===== src/rtl/fcd_pkg.sv =====
package fcd_pkg;
  typedef enum logic [3:0] {
    ST_IDLE, ST_KEY1, ST_KEY2, ST_PGM,
    ST_EKEY0, ST_EKEY1, ST_ECMD,
    ST_BYP, ST_BPGM, ST_BEXIT
  } fcd_state_e;

  localparam logic [7:0] KEY_DATA1   = 8'hAA;
  localparam logic [7:0] KEY_DATA2   = 8'h55;
  localparam logic [7:0] OP_PROGRAM  = 8'hA0;
  localparam logic [7:0] OP_SETUP    = 8'h80;
  localparam logic [7:0] OP_CHIP     = 8'h10;
  localparam logic [7:0] OP_SECTOR   = 8'h30;
  localparam logic [7:0] OP_BYP_IN   = 8'h20;
  localparam logic [7:0] OP_BYP_OUT1 = 8'h90;
  localparam logic [7:0] OP_BYP_OUT2 = 8'h00;
endpackage


===== src/rtl/fcd_key_match.sv =====
module fcd_key_match #(
  parameter int KEY_BITS = 12,
  parameter logic [KEY_BITS-1:0] KEY_ADDR1 = 'h555,
  parameter logic [KEY_BITS-1:0] KEY_ADDR2 = 'h2AA
) (
  input  logic [KEY_BITS-1:0] addr_lo,
  input  logic [7:0]          data,
  output logic                hit_key1,
  output logic                hit_key2,
  output logic                at_cmd_addr
);
  import fcd_pkg::*;

  always_comb begin
    at_cmd_addr = (addr_lo == KEY_ADDR1);
    hit_key1    = at_cmd_addr && (data == KEY_DATA1);
    hit_key2    = (addr_lo == KEY_ADDR2) && (data == KEY_DATA2);
  end
endmodule


===== src/rtl/fcd_seq_fsm.sv =====
module fcd_seq_fsm (
  input  logic       clk,
  input  logic       rst_n,
  input  logic       take,
  input  logic [7:0] data,
  input  logic       hit_key1,
  input  logic       hit_key2,
  input  logic       at_cmd_addr,
  output logic       fire_prog,
  output logic       fire_chip,
  output logic       fire_sect,
  output logic       bypass_on
);
  import fcd_pkg::*;

  fcd_state_e st, st_nxt;

  always_comb begin
    st_nxt    = st;
    fire_prog = 1'b0;
    fire_chip = 1'b0;
    fire_sect = 1'b0;
    if (take) begin
      case (st)
        ST_IDLE:  st_nxt = hit_key1 ? ST_KEY1 : ST_IDLE;
        ST_KEY1:  st_nxt = hit_key2 ? ST_KEY2 : ST_IDLE;
        ST_KEY2: begin
          st_nxt = ST_IDLE;
          if (at_cmd_addr) begin
            case (data)
              OP_PROGRAM: st_nxt = ST_PGM;
              OP_SETUP:   st_nxt = ST_EKEY0;
              OP_BYP_IN:  st_nxt = ST_BYP;
              default:    st_nxt = ST_IDLE;
            endcase
          end
        end
        ST_PGM: begin
          fire_prog = 1'b1;
          st_nxt    = ST_IDLE;
        end
        ST_EKEY0: st_nxt = hit_key1 ? ST_EKEY1 : ST_IDLE;
        ST_EKEY1: st_nxt = hit_key2 ? ST_ECMD : ST_IDLE;
        ST_ECMD: begin
          st_nxt = ST_IDLE;
          if (at_cmd_addr && data == OP_CHIP) fire_chip = 1'b1;
          else if (data == OP_SECTOR)         fire_sect = 1'b1;
        end
        ST_BYP: begin
          if (data == OP_PROGRAM)       st_nxt = ST_BPGM;
          else if (data == OP_BYP_OUT1) st_nxt = ST_BEXIT;
        end
        ST_BPGM: begin
          fire_prog = 1'b1;
          st_nxt    = ST_BYP;
        end
        ST_BEXIT: st_nxt = (data == OP_BYP_OUT2) ? ST_IDLE : ST_BYP;
        default:  st_nxt = ST_IDLE;
      endcase
    end
  end

  always_ff @(posedge clk) begin
    if (!rst_n) st <= ST_IDLE;
    else        st <= st_nxt;
  end

  assign bypass_on = (st == ST_BYP) || (st == ST_BPGM) || (st == ST_BEXIT);
endmodule


===== src/rtl/fcd_req_slot.sv =====
module fcd_req_slot #(
  parameter int W = 8
) (
  input  logic         clk,
  input  logic         rst_n,
  input  logic         load,
  input  logic [W-1:0] load_data,
  input  logic         ready,
  output logic         valid,
  output logic [W-1:0] payload
);
  always_ff @(posedge clk) begin
    if (!rst_n) begin
      valid   <= 1'b0;
      payload <= '0;
    end else if (load) begin
      valid   <= 1'b1;
      payload <= load_data;
    end else if (valid && ready) begin
      valid <= 1'b0;
    end
  end
endmodule


===== src/rtl/flash_cmd_decoder.sv =====
module flash_cmd_decoder #(
  parameter int ADDR_W   = 20,
  parameter int KEY_BITS = 12
) (
  input  logic              clk,
  input  logic              rst_n,
  input  logic              wr_en,
  input  logic [ADDR_W-1:0] wr_addr,
  input  logic [7:0]        wr_data,
  input  logic              busy,
  output logic              prog_valid,
  input  logic              prog_ready,
  output logic [ADDR_W-1:0] prog_addr,
  output logic [7:0]        prog_data,
  output logic              erase_valid,
  input  logic              erase_ready,
  output logic              erase_chip,
  output logic [ADDR_W-1:0] erase_addr,
  output logic              in_bypass,
  output logic              rd_status
);
  localparam int PW = ADDR_W + 8;
  localparam int EW = ADDR_W + 1;

  logic take, hit_key1, hit_key2, at_cmd_addr;
  logic fire_prog, fire_chip, fire_sect;
  logic [PW-1:0] prog_pl;
  logic [EW-1:0] erase_pl, erase_ld;

  assign take = wr_en && !busy && !prog_valid && !erase_valid;

  fcd_key_match #(
    .KEY_BITS(KEY_BITS),
    .KEY_ADDR1(KEY_BITS'('h555)),
    .KEY_ADDR2(KEY_BITS'('h2AA))
  ) u_match (
    .addr_lo    (wr_addr[KEY_BITS-1:0]),
    .data       (wr_data),
    .hit_key1   (hit_key1),
    .hit_key2   (hit_key2),
    .at_cmd_addr(at_cmd_addr)
  );

  fcd_seq_fsm u_fsm (
    .clk        (clk),
    .rst_n      (rst_n),
    .take       (take),
    .data       (wr_data),
    .hit_key1   (hit_key1),
    .hit_key2   (hit_key2),
    .at_cmd_addr(at_cmd_addr),
    .fire_prog  (fire_prog),
    .fire_chip  (fire_chip),
    .fire_sect  (fire_sect),
    .bypass_on  (in_bypass)
  );

  fcd_req_slot #(.W(PW)) u_prog (
    .clk      (clk),
    .rst_n    (rst_n),
    .load     (fire_prog),
    .load_data({wr_addr, wr_data}),
    .ready    (prog_ready),
    .valid    (prog_valid),
    .payload  (prog_pl)
  );

  assign erase_ld = fire_chip ? {1'b1, {ADDR_W{1'b0}}} : {1'b0, wr_addr};

  fcd_req_slot #(.W(EW)) u_erase (
    .clk      (clk),
    .rst_n    (rst_n),
    .load     (fire_chip || fire_sect),
    .load_data(erase_ld),
    .ready    (erase_ready),
    .valid    (erase_valid),
    .payload  (erase_pl)
  );

  assign prog_addr  = prog_pl[PW-1:8];
  assign prog_data  = prog_pl[7:0];
  assign erase_chip = erase_pl[EW-1];
  assign erase_addr = erase_pl[ADDR_W-1:0];
  assign rd_status  = busy || prog_valid || erase_valid;
endmodule


===== config.mk =====
export PLATFORM = sky130hd
export DESIGN_NAME = flash_cmd_decoder
export DESIGN_NICKNAME = d
export VERILOG_FILES = /design/src/rtl/fcd_pkg.sv /design/src/rtl/fcd_key_match.sv /design/src/rtl/fcd_seq_fsm.sv /design/src/rtl/fcd_req_slot.sv /design/src/rtl/flash_cmd_decoder.sv
export SDC_FILE = /design/constraint.sdc
export NUM_CORES = 1
export LEC_CHECK = 0
export CORE_MARGIN = 8
export CORE_UTILIZATION = 40
export DETAILED_ROUTE_END_ITERATION = 7
export PLACE_DENSITY = 0.76
export SETUP_SLACK_MARGIN = 0.15
export SYNTH_ARGS = -nofsm -noshare
export SYNTH_HDL_FRONTEND = slang
export SYNTH_SLANG_ARGS = --single-unit

===== constraint.sdc =====
create_clock -name clk -period 2.4 [get_ports clk]
set_input_delay 0.72 -clock clk [delete_from_list [all_inputs] [get_ports clk]]
set_output_delay 0.72 -clock clk [all_outputs]
set_load 0.02 [all_outputs]

# == Word level (Yosys, flattened, before mapping) ==
# Cells that the tools add are included.
# word_totals
regBits,55
# classes
mux,24
eq_ne,20
reduce_logical,22
# op_table
op,count
8-bit equality test (second input constant),4
4-bit case mux with 8 select lines,1
21-bit two-way mux,1
4-bit by 3-bit equality test with 1-bit output (second input constant),4
8-bit by 6-bit equality test with 1-bit output (second input constant),2
1-bit two-way mux,14
12-bit by 10-bit equality test with 1-bit output (second input constant),1
12-bit by 11-bit equality test with 1-bit output (second input constant),1
4-bit two-way mux,3
3-bit two-way mux,3
3-bit case mux with 3 select lines,1
4-bit by 2-bit equality test with 1-bit output (second input constant),2
4-bit equality test (second input constant),2
8-bit by 5-bit equality test with 1-bit output (second input constant),1
8-bit by 7-bit equality test with 1-bit output (second input constant),1
1-bit logical AND,8
8-bit zero test,1
1-bit logical OR,5
4-bit by 1-bit equality test with 1-bit output (second input constant),1
4-bit zero test,1
2-bit nonzero test,2
1-bit zero test,3
3-bit by 1-bit != test with 1-bit output (second input constant),1
2-bit two-way mux,1
2 further kinds,2

# == Longest topological paths before layout ==
# logic_depth
ltp_word,7
mapped_depth,8
depth_no_buf,5

# == Cells and area by module ==
# A second synthesis with hierarchy kept.
# unflattened
hier_cells,261
area_unflattened_um2,2673.8
# modules_own_cells
mod,instances,cells_per_inst,seq_area_each_um2,area_per_inst_um2
fcd_req_slot at u_prog,1,93,580.6,1101.1
fcd_req_slot at u_erase,1,71,440.4,854.6
fcd_seq_fsm,1,57,80.1,429.2
flash_cmd_decoder,1,25,0.0,162.7
fcd_key_match,1,15,0.0,126.4

# == Worst setup path before layout ==
# OpenSTA, ideal clock, no wires.
# synth_path
path_type,input port to flip-flop
startpoint,input wr_data[0]
endpoint,register u_fsm.st[0]
stages,4
setup_slack_ns,0.048
arrival_time_ns,2.261
required_ns,2.309
path_cell_list,or4_1 > or4_1 > or3_1 > a311oi_1
# synth_via
elab_chain_cells,4
# synth_lines
element,line_no,source
from (decl),flash_cmd_decoder.sv:9,"input logic [7:0] wr_data,"
"8-bit by 6-bit equality test with 1-bit output, or another cell as far along",fcd_seq_fsm.sv:30,case (data)
3-bit case mux with 3 select lines / 1-bit logical AND (equally long branches),"fcd_seq_fsm.sv:30, fcd_key_match.sv:16",
"4-bit two-way mux, or another cell as far along",fcd_seq_fsm.sv:29,if (at_cmd_addr) begin
4-bit case mux with 8 select lines,fcd_seq_fsm.sv:24,case (st)
to (signal assigned),fcd_seq_fsm.sv:65,else st <= st_nxt;
to (decl),fcd_seq_fsm.sv:16,"fcd_state_e st, st_nxt;"
# Parallel ways exist; a longest one is shown, timed or not.
# A chain may end at the register's enable or synchronous reset.

# == Worst setup path in the final report ==
# layout_path
startpoint,register u_fsm.st[1]
endpoint,output in_bypass
# layout_via
elab_chain_cells,3
# layout_lines
element,line_no,source
4-bit by 3-bit equality test with 1-bit output / 4-bit equality test (equally long branches),fcd_seq_fsm.sv:68,assign bypass_on = (st == ST_BYP) || (st == ST_BPGM) || (st == ST_BEXIT);
1-bit logical OR,fcd_seq_fsm.sv:68,
1-bit logical OR *,fcd_seq_fsm.sv:68,
to (decl),flash_cmd_decoder.sv:19,"output logic in_bypass,"
# Every way passes the cells marked *; elsewhere a longest branch is shown, timed or not.

==> flow_summary.toml <==
[place]
io_buffers = 86
gp_congestion = 0.901
dp_slack_ns = -0.512
dpl.hpwl_microns = 5450

[cts]
clock-sinks = 55
cts_htree_levels = 2
cts_buffers = 5
cts_hold_buf = 0
cts_buffer_depth = 2
clk_pin_slew_ns = 0.10
insertion_delay_ns = 0.31
tritoncts = "built"
cts_root_buf = "clkbuf_8"

[synth]
synth_edf_count = 0
synth_seq_cells = 55
syn_inst = 238
syn_area_per_cell_sq_um = 9.78
synth_cell_types = 43
synth.net_count = 272
synth_area_sq_um = 2330
synth_ff_type = "dfxtp_1"
yosysSeqAreaShare = 0.473
synth-async-reset-ratio = 0
yosysWarningCount = 0

[timing]
relSlewSlack = 0.758
setup_tns_ns = 0
fin_ws_ns = 0.203
worst_slew_pin_slew_ns = 0.362
setup_viol = 0
finalMaxSlewViolations = 0
min_period_over_period = 0.915
rsz0062_at_grt = "yes"
finalCriticalPeriod_ns = 2.20
hold-worst-slack_ns = 0.486
clock_skew_ns = 0.00387
fmax_mhz = 455
hold_viol = 0

[routing]
drt_iter0_drc = 75
drtAntennaViolNets = 0
dr.pass1.iters = 4
num_vias = 2210
route.detailed.drc = 0
post_drt_wl_per_cell_microns = 16.9
drt-total-wl_microns = 7370
via_per_inst = 5.06

[floorplanning]
ios = 87
die_h_microns = 92.3
start_util = 0.418
die_area_sq_um = 8520
rows = 27
dieWidth_microns = 92.3
core_sq_um = 5570

[final_layout]
nets = 398
n_fill_cell = 473
multiInputGateArea_sq_um = 1170
seq_area_sq_um = 1100
antenna_cells = 0
areaGrowthSynthToFinish_pct = 61.1
post-route-util = 0.673
drive_above_1_share = 0.214

[critical_path]
arrival_ns = 1.48
worst_setup_path_end_kind = "output pin"
startpoint_type = "register"
timing.rr.start = "u_fsm.st[3]"
crit_start = "u_fsm.st[1]"
crit_type = "reg2out"
cp_max_fo = 4
required_ns = 1.68

[global_route]
antenna_found_initial = 0
grt.overflow.total = 0
grt_pass1_vias = 2313
grt_pass1_wl_microns = 11700
grt_max_degree = 24
track_usage = 0.167

[power]
power.leakage_uw = 0.00142
ir_drop_mv = 0.265
finalPower_uw = 1720
p_per_area_nw_per_um2 = 458

[min_path]
holdCritStartpoint = "u_erase.payload[4]"
hold_class = "reg2reg"

[job]
maxCapViolations = 0

[status]
outcome = "finished, final reports clean"
## cell usage after synthesis, types with 2 or more instances
master    count  area, sq um
inv_1         6         22.5
nand4_1       3         18.8
nor3b_1       3         22.5
buf_4         3         22.5
buf_6         2         22.5
nor2_1       41          154
nor4b_1       2         17.5
nor4bb_1      3         30.0
a21oi_1       9         45.0
mux2i_1      34          340
a31oi_1       3         18.8
and4bb_2      2         25.0
clkbuf_1      4         15.0
nand2_1      10         37.5
or4_1         2         15.0
a22o_1       14          123
nor3_1        8         40.0
dfxtp_1      55         1100
or3_1         2         12.5
o21ai_0       4         20.0
nand3_1       3         15.0
buf_2         4         20.0
## power by group
part / internal, uW / switching (uW)
clock: 316 / 314
sequential: 913 / 1.13
combinational: 99.2 / 75.1
total: 1330 / 390
## sequential cells by signal, summed over array words and instances, names as in the netlist
| name | cells |
|---|---|
| u_erase.payload | 21 |
| u_erase.valid | 1 |
| u_fsm.st | 4 |
| u_prog.payload | 28 |
| u_prog.valid | 1 |
## metrics by stage
stage | cell area [sq um] | std cells
floorplan | 2330 | 238
global placement | 3520 | 425
detailed placement | 3520 | 425
CTS | 3670 | 435
global route | 3750 | 437
finish | 3750 | 437
## kinds of logic (layout without fill, tap and decap cells)
group,Yosys count,in the layout,synth area share
XOR/XNOR,2,2,0.00752
AO/OA/AOI/OAI,37,37,0.118
AND/OR/NAND/NOR,89,89,0.204
buffers and inverters,21,148,0.0516
flip-flops,55,55,0.473
multiplexers,34,34,0.146
## worst paths after layout
path / depth (start not counted) / slack (ns) / to
worst max-delay path: 3 / 0.20 / in_bypass
worst min register to register: 1 / 0.49 / u_erase.payload[4]
worst max register to register: 8 / 0.51 / u_erase.payload[1]
worst min-delay path: 1 / 0.49 / u_erase.payload[4]
## metal layers
metal,vias up,share of wire,wire [microns],GRT usage
met1,1036,0.43,3140,0.196
met3,10,0.059,435,0.0436
met4,0,0.020,145,0.0604
met5,-,0,0,0
li1,1098,-,-,-
met2,66,0.49,3640,0.288
## worst max-delay path, cell delays in order (launching register included)
cell	delay (ns)
dfxtp_2	0.35
or3b_2	0.49
nand2_1	0.08
clkdlybuf4s15_2	0.25
## cells in the final DEF (no fill, tap or decap), types with 2 or more instances in the layout
master           count
buf_2                2
nor3_1               6
a22o_1              14
or3_1                2
a21oi_1              9
o21ai_0              4
buf_6                7
nand3_1              2
nor3b_1              3
dfxtp_2              2
inv_1                6
nand2_1              9
dlymetal6s2s_1       3
dfxtp_1             53
or4_4                2
a31oi_1              3
and4bb_2             2
clkbuf_8             5
clkdlybuf4s50_1     76
buf_4               41
nor2_1              41
nand4_1              3
nor4bb_1             2
mux2i_1             34
## final cells by class
class,count,area share
clock buffers,6,0.0193
clock inverters,2,0.0103
inverters,7,0.00700
multi-input cells,162,0.313
flip-flops and latches,55,0.294
well taps,72,0.0240
repair buffers,133,0.332
## what timing repair did
action | in CTS | in global routing
setup endpoints to repair | 24 | 52
setup buffers | 2 | 1
pin swaps | 7 | 7
cloned | 0 | 1
gates resized for setup | 30 | 19
Power figures use the tool's default switching activity.
